### src/rtl/lqr_pkg.sv
package lqr_pkg;

   // Limits checked at elaboration by the top module.
   localparam int unsigned LQR_LOCK_DLY_MAX = 16;
   localparam int unsigned LQR_CHAIN_MIN    = 2;
   localparam int unsigned LQR_HOLD_W_MAX   = 8;

   // Number of derived-clock edges from the moment both conditions clear
   // to the edge that drops the output.
   function automatic int unsigned lqr_release_edges(input int unsigned dly,
                                                     input int unsigned len,
                                                     input int unsigned hold);
      return dly + len + hold + 1;
   endfunction

endpackage

### src/rtl/lqr_lock_delay.sv
// Qualifies the lock flag: it counts as valid only after DEPTH derived-clock
// edges with the raw condition clear. Cleared asynchronously by that condition.
module lqr_lock_delay #(
   parameter int unsigned DEPTH = 4
) (
   input  logic clk_i,
   input  logic arst_i,
   output logic ok_o
);

   if (DEPTH == 0) begin : g_bypass
      logic unused_in;
      assign unused_in = clk_i ^ arst_i;
      assign ok_o      = 1'b1;
   end else begin : g_line
      logic [DEPTH-1:0] dly_q;

      if (DEPTH == 1) begin : g_one
         always_ff @(posedge clk_i or posedge arst_i) begin
            if (arst_i) dly_q <= '0;
            else        dly_q <= 1'b1;
         end
      end else begin : g_many
         always_ff @(posedge clk_i or posedge arst_i) begin
            if (arst_i) dly_q <= '0;
            else        dly_q <= {dly_q[DEPTH-2:0], 1'b1};
         end
      end

      assign ok_o = dly_q[DEPTH-1];

      // Sampled mid-cycle, away from the edge that moves the line.
      always @(negedge clk_i) begin
         if (ok_o) begin
            assert_lock_gate_R7: assert (!arst_i)
               else $error("lock qualified while raw condition active");
         end
      end
   end

endmodule

### src/rtl/lqr_preset_chain.sv
// Shift chain preset by the combined condition; zeros enter from a constant.
module lqr_preset_chain #(
   parameter int unsigned LEN = 3
) (
   input  logic clk_i,
   input  logic arst_i,
   output logic tail_o
);

   logic [LEN-1:0] stg_q;

   always_ff @(posedge clk_i or posedge arst_i) begin
      if (arst_i) stg_q <= '1;
      else        stg_q <= {stg_q[LEN-2:0], 1'b0};
   end

   assign tail_o = stg_q[LEN-1];

   always @(negedge clk_i) begin
      if (!arst_i && !tail_o) begin
         assert_chain_in_order_R4: assert (stg_q == '0)
            else $error("chain tail released before earlier stages");
      end
   end

endmodule

### src/rtl/lqr_hold_stretch.sv
// Adds a run-time number of cycles after the chain releases, then drops the
// output flop. The output stays low until the next asynchronous preset.
module lqr_hold_stretch #(
   parameter int unsigned W = 2
) (
   input  logic         clk_i,
   input  logic         arst_i,
   input  logic         tail_i,
   input  logic [W-1:0] hold_i,
   output logic         rst_o
);

   logic [W-1:0] cnt_q;
   logic         rst_q;
   logic         done;

   assign done = !tail_i && (cnt_q == hold_i);

   always_ff @(posedge clk_i or posedge arst_i) begin
      if (arst_i) begin
         cnt_q <= '0;
         rst_q <= 1'b1;
      end else begin
         if (rst_q && !tail_i && !done) cnt_q <= cnt_q + W'(1);
         rst_q <= rst_q & ~done;
      end
   end

   assign rst_o = rst_q;

   always @(negedge clk_i) begin
      if (!arst_i && !rst_q) begin
         assert_out_after_chain_R5: assert (!tail_i)
            else $error("output released while chain still active");
      end
      if (!arst_i && rst_q) begin
         assert_cnt_bounded_R6: assert (cnt_q <= hold_i)
            else $error("stretch count beyond setting");
      end
   end

endmodule

### src/rtl/lqr_reset_sync.sv
module lqr_reset_sync
   import lqr_pkg::*;
#(
   parameter int unsigned LOCK_DLY  = 4,
   parameter int unsigned CHAIN_LEN = 3,
   parameter int unsigned HOLD_W    = 2
) (
   input  logic              clk_div_i,
   input  logic              ext_rst_i,
   input  logic              lock_i,
   input  logic [HOLD_W-1:0] hold_extra_i,
   output logic              rst_o
);

   if (LOCK_DLY > LQR_LOCK_DLY_MAX) begin : g_chk_dly
      $error("LOCK_DLY exceeds limit");
   end
   if (CHAIN_LEN < LQR_CHAIN_MIN) begin : g_chk_len
      $error("CHAIN_LEN below minimum");
   end
   if (HOLD_W < 1 || HOLD_W > LQR_HOLD_W_MAX) begin : g_chk_w
      $error("HOLD_W out of range");
   end

   logic raw_cond;
   logic lock_ok;
   logic comb_cond;
   logic tail;

   assign raw_cond = ext_rst_i | ~lock_i;

   lqr_lock_delay #(.DEPTH(LOCK_DLY)) u_dly (
      .clk_i  (clk_div_i),
      .arst_i (raw_cond),
      .ok_o   (lock_ok)
   );

   assign comb_cond = raw_cond | ~lock_ok;

   lqr_preset_chain #(.LEN(CHAIN_LEN)) u_chain (
      .clk_i  (clk_div_i),
      .arst_i (comb_cond),
      .tail_o (tail)
   );

   lqr_hold_stretch #(.W(HOLD_W)) u_hold (
      .clk_i  (clk_div_i),
      .arst_i (comb_cond),
      .tail_i (tail),
      .hold_i (hold_extra_i),
      .rst_o  (rst_o)
   );

   always @(negedge clk_div_i) begin
      if (raw_cond) begin
         assert_hold_while_cond_R3: assert (rst_o)
            else $error("reset output low while a condition is active");
      end
   end

endmodule

### config.mk
export PLATFORM = sky130hd
export DESIGN_NAME = lqr_reset_sync
export DESIGN_NICKNAME = d
export VERILOG_FILES = /design/src/rtl/lqr_pkg.sv /design/src/rtl/lqr_lock_delay.sv /design/src/rtl/lqr_preset_chain.sv /design/src/rtl/lqr_hold_stretch.sv /design/src/rtl/lqr_reset_sync.sv
export SDC_FILE = /design/constraint.sdc
export NUM_CORES = 1
export LEC_CHECK = 0
export ABC_AREA = 1
export BUFFER_PORTS_ARGS = -buffer_cell sky130_fd_sc_hd__buf_2
export CORE_AREA = 2 2 39 41
export CTS_CLUSTER_DIAMETER = 40
export CTS_CLUSTER_SIZE = 12
export DETAILED_ROUTE_END_ITERATION = 10
export DIE_AREA = 0 0 41 43
export PLACE_DENSITY_LB_ADDON = 0.08
export SYNTH_ARGS = -nofsm -noshare
export SYNTH_HDL_FRONTEND = slang
export SYNTH_SLANG_ARGS = --single-unit
### constraint.sdc
create_clock -name clk_div_i -period 2 [get_ports clk_div_i]
set_input_delay 0.2 -clock clk_div_i [delete_from_list [all_inputs] [get_ports clk_div_i]]
set_output_delay 0.2 -clock clk_div_i [all_outputs]
set_load 0.02 [all_outputs]
======== Word-level counts from Yosys, hierarchy flattened ========
Index checks and enable logic that the tools add are counted.
word-level totals
  bits in registers ....................... 10
  input bits .............................. 5
  output and inout port bits .............. 1
  word-level logic and storage cells ...... 17
cells by class
  add/sub/neg operators ................... 1
  equality and inequality tests ........... 1
  bitwise logic cells ..................... 6
  reduce and logical (&&, ||, !) cells .... 5
operators by type and width
  kind                 count
  $logic_and 1x1->1    3
  $not 1->1            3
  $add 2x1->2 const B  1
  $eq 2x2->1           1
  $logic_not 1->1      2
  $or 1x1->1           2
  $and 1x1->1          1

======== Logic depth before layout (Yosys ltp) ========
  word-level depth ........................ 4
  gate-level depth with buffers ........... 8
  gate-level depth less buffers ........... 8

======== Hierarchy ========
Synthesis repeated with hierarchy kept, for this count alone.
second synthesis, totals
  cells, all modules ...................... 40
  area, all modules ....................... 399.1 µm²
by module, submodules not included
  module            instances  cells each  area an instance (µm²)  sequential area each (µm²)
  lqr_hold_stretch  1          26          187.7                   76.3
  lqr_lock_delay    1          6           107.6                   100.1
  lqr_preset_chain  1          5           86.3                    78.8
  lqr_reset_sync    1          3           17.5                    0.0

======== Worst setup path before layout ========
Ideal clock, no wire load.
  kind .................................... register to register
  from .................................... register u_hold.rst_q (netlist: u_hold.rst_o)
  to ...................................... register u_hold.cnt_q[1]
  library setup time ...................... 113 ps
  arrival ................................. 943 ps
  data required time ...................... 1887 ps
  slack ................................... 945 ps
  cell stages (with the launch flop) ...... 6
  path buffers ............................ 0
  clock period less this slack ............ 1055 ps
  cells stage by stage .................... dfstp_2 inv_1 nor3_2 nand3_1 nand2_1 inv_1
on the way
  word-level cells in the longest chain between the ends .. 2
RTL lines
  element                         RTL line                source
  start, declared                 lqr_hold_stretch.sv:14  logic rst_q;
  start signal, assigned          lqr_hold_stretch.sv:25  rst_q <= rst_q & ~done;
  $logic_and 1x1->1 (2 in a row)  lqr_hold_stretch.sv:24  if (rst_q && !tail_i && !done) cnt_q <= cnt_q + W'(1);
  end signal, assigned            lqr_hold_stretch.sv:24
  end, declared                   lqr_hold_stretch.sv:13  logic [W-1:0] cnt_q;
Every way passes these cells.
A chain may end at the register's enable or synchronous reset.

==> results_tabular.tex <==
\begin{tabular}{lr}
\hline
Metric & Value \\
\hline
\multicolumn{2}{l}{\textbf{Outcome}} \\
Run status & complete, no violations \\
\multicolumn{2}{l}{\textbf{Clock tree}} \\
Num CTS Buffers & 3 \\
Later-pin clock latency in the skew report & approximately 0.26 ns \\
Post-CTS resize count & 0 \\
CTS Root Cell & clkbuf\_4 \\
Buffers inserted during post-CTS setup optimization & 0 \\
CTS tree & yes \\
Clock Tree Buf Depth & 2 \\
CTS HTree Levels & 1 \\
Clk slew on worst S/H paths & roughly 0.070 ns \\
Clock net sink count & 10 \\
\multicolumn{2}{l}{\textbf{Floorplanning}} \\
Die Y-Extent & 43 microns \\
\# IOs & 6 \\
Standard-cell rows & 14 \\
X dimension of the die & 41 microns \\
Placeable core region & 1380 sq um \\
Starting utilization of the core area & 27.7\% \\
Die Outline Area & roughly 1800 sq um \\
\multicolumn{2}{l}{\textbf{Synth}} \\
Largest cells by area after synthesis & dfrtp\_1, dfstp\_2, nand2\_1, inv\_1, nand3\_1 \\
Cell variety after synth & 10 \\
Yosys top cell area share & $\sim$39\% \\
Avg Inst Size Synth & 9.57 sq um \\
Syn Std Cell Area & roughly 380 sq um \\
Area leader, netlist & dfrtp\_1 \\
Share of synthesized area occupied by flip-flops and latches & 66.7\% \\
Number of synthesized register bits & 10 \\
Synth Warn \# & 0 \\
Synthesized netlist net count & 45 \\
Mapped Cells & 40 \\
\multicolumn{2}{l}{\textbf{Critical path}} \\
R2R Setup Slk & 0.99 ns \\
Critical path startpoint & ext\_rst\_i \\
Crit path kind & in2async \\
CP Capture Point & u\_dly.g\_line.dly\_q[1] \\
CP Max Fanout & 4 \\
Data arrival time of the critical path & 1.61 ns \\
Logic depth of the worst register-to-register path & 5 \\
Required time at the worst-slack endpoint & 2.46 ns \\
Sequence of cells on the critical path & dlygate4sd3\_1, buf\_2, nor2\_1, dlygate4sd3\_1 \\
Standard cell with the maximum stage delay on the critical path & dlygate4sd3\_1 \\
Worst Setup End Kind & async pin \\
Count of buffer and inverter cells on the critical path & 3 \\
Capture point of the worst reg-to-reg path & u\_hold.cnt\_q[1] \\
Slowest Stage Delay on Critical Path & 0.65 ns \\
Element type at the critical path start & input port \\
Kind of cell with the highest combined delay on the critical path & buffers and inverters \\
Logic depth of the worst setup path including buffers & 4 \\
Critical path's most frequent cell & dlygate4sd3\_1 \\
Startpoint of the worst-slack reg-to-reg timing path & u\_hold.rst\_o \\
\multicolumn{2}{l}{\textbf{Hold path}} \\
Tightest Hold Check Type & in2async \\
\multicolumn{2}{l}{\textbf{Timing}} \\
Post-route clock period utilization & approximately 57\% \\
Setup repair after global routing missed its margin & false \\
Final slew viol count & 0 \\
F\_max & 871 MHz \\
Minimum hold slack & approximately 0.094 ns \\
Accumulated negative setup slack & 0 ns \\
Final critical delay including setup and external delays & between 1 and 1.5 ns \\
Layout Skew & between 0.009 and 0.01 ns \\
Final hold violation count & 0 \\
Worst setup slack after layout & between 0.8 and 0.9 ns \\
Final number of setup-violating endpoints & 0 \\
\multicolumn{2}{l}{\textbf{Power}} \\
Internal power consumption & 0.298 mW \\
Maximum vdd drop & 0.331 mV \\
Switching share of power & 20.2\% \\
LEAKAGE & roughly 0.25 nW \\
Share of power burned in registers & 57.5\% \\
Clock share of power & 37.5\% \\
Combinational power share & 5.0\% \\
Sum of internal, switching and leakage power & 0.373 mW \\
Switch Pwr & 0.0755 mW \\
Power per unit of standard cell area & between 700 and 800 nW/um\^{}2 \\
\multicolumn{2}{l}{\textbf{Layout}} \\
Ratio of cells with drive above 1 in the final layout & about 27\% \\
Area taken by flip-flops and latches & 255 sq um \\
Post-route core utilization & 34.8\% \\
Diodes inserted & 0 \\
Filler Cells Inserted & 154 \\
Final layout net count & just under 60 \\
Layout area overhead & 25.8\% \\
Area of the multi-input gates & 97.6 sq um \\
\multicolumn{2}{l}{\textbf{Global route}} \\
Global-route wire length before repair & 1.07 mm \\
Largest net degree at the start of global routing & 7 \\
Via count of the first global-routing pass & 303 \\
Number of antenna violations at the first check in global routing & 0 \\
Global router's overall resource usage & 9.89\% \\
Total grt overflow & 0 \\
\multicolumn{2}{l}{\textbf{Drt}} \\
Number of antenna-violating nets in the routed design & 0 \\
DRC viols & 0 \\
Violation count after the first detailed-routing iteration & 2 \\
1st-pass router iterations & 4 \\
Total Wirelength & 608 microns \\
Detailed-route vias per instance & 4.01 \\
Routed vias & roughly 270 \\
Drt wl/cell & 8.94 microns \\
\multicolumn{2}{l}{\textbf{Placement}} \\
Post-Place Setup Slack & 0.965 ns \\
Half-perimeter wire length after placement & 469 microns \\
Count of input and output buffers & 5 \\
Routability Congestion & 0.598 \\
\multicolumn{2}{l}{\textbf{Run}} \\
Number of max-cap violations & 0 \\
\hline
\end{tabular}
flip-flops by register name (all words and copies together), names as in the netlist:
name / count
u_dly.g_line.dly_q: 4
u_hold.cnt_q: 2
u_hold.rst_o: 1
u_chain.stg_q: 3
worst reg2reg max path, stage by stage, from the launching register on:
cell	delay, ns
dfstp_2	0.54
inv_1	0.06
nor3_2	0.13
nand3_1	0.10
nand2_1	0.07
inv_1	0.03
final cells by class:
cell class	count	area share, %
clock buffer	4	5.45
inverter	8	6.23
multi-input combinational	22	20.3
sequential	10	53.0
tap	16	4.16
timing repair buffer	8	10.9
cell usage after synthesis:
cell and number:
nand3_1 3, dfstp_2 4, nand2_1 12, a21oi_1 1, nor2_1 2, dfrtp_1 6
nor3b_1 1, inv_1 8, conb_1 2, nor3_2 1
per-stage QoR:
step | instance area (sq um) | instances
2_1_floorplan | 383 | 40
3_3_place_gp | 435 | 62
3_5_place_dp | 435 | 62
4_1_cts | 482 | 68
5_1_grt | 482 | 68
6_report | 482 | 68
power groups by stage:
stage | logic (mW) | registers [mW] | clock network (mW)
4_1_cts | 0.0190 | 0.215 | 0.149
6_report | 0.0186 | 0.215 | 0.140
3_3_place_gp | 0.0148 | 0.218 | 0
3_5_place_dp | 0.0159 | 0.218 | 0
2_1_floorplan | 0.00844 | 0.217 | 0
5_1_grt | 0.0214 | 0.215 | 0.163
layer usage:
layer	up-vias	part of all wire (%)	global-route usage, %
li1	138	-	-
met1	128	38	8.11
met2	5	57	15.3
met3	2	2.8	3.66
met4	0	1.5	11.3
met5	-	0	0
cell families (layout without fill, tap and decap cells):
family,count (synthesis),count (layout),share of synthesized area [%]
AOI/OAI and AO/OA,1,1,1.31
buffers and inverters,8,20,7.84
DFF,10,10,66.7
other,2,2,1.96
and+or+nand+nor,19,19,22.2
worst min path at each step:
stage	start	end
floorplan	ext_rst_i	u_dly.g_line.dly_q[0]
global placement	lock_i	u_dly.g_line.dly_q[3]
detailed placement	ext_rst_i	u_dly.g_line.dly_q[3]
finish	lock_i	u_hold.cnt_q[1]
global route	lock_i	u_hold.cnt_q[1]
CTS	lock_i	u_hold.cnt_q[1]
layout by cell type, fill, tap and decap left out:
master and count:
nand2_1 12, inv_1 8, dfrtp_1 6, buf_2 5, dfstp_2 4, nand3_1 3
clkbuf_4 3, nor2_1 2, dlygate4sd3_1 2, conb_1 2, a21oi_1 1, nor3b_1 1
nor3_2 1, clkbuf_1 1, buf_4 1
repair_timing:
item,4_1_cts,5_1_grt
hold endpoints to repair,4,0
endpoints found under the setup margin,0,0
hold buffers,2,0
Note: power is estimated with default switching activity, not from simulation.
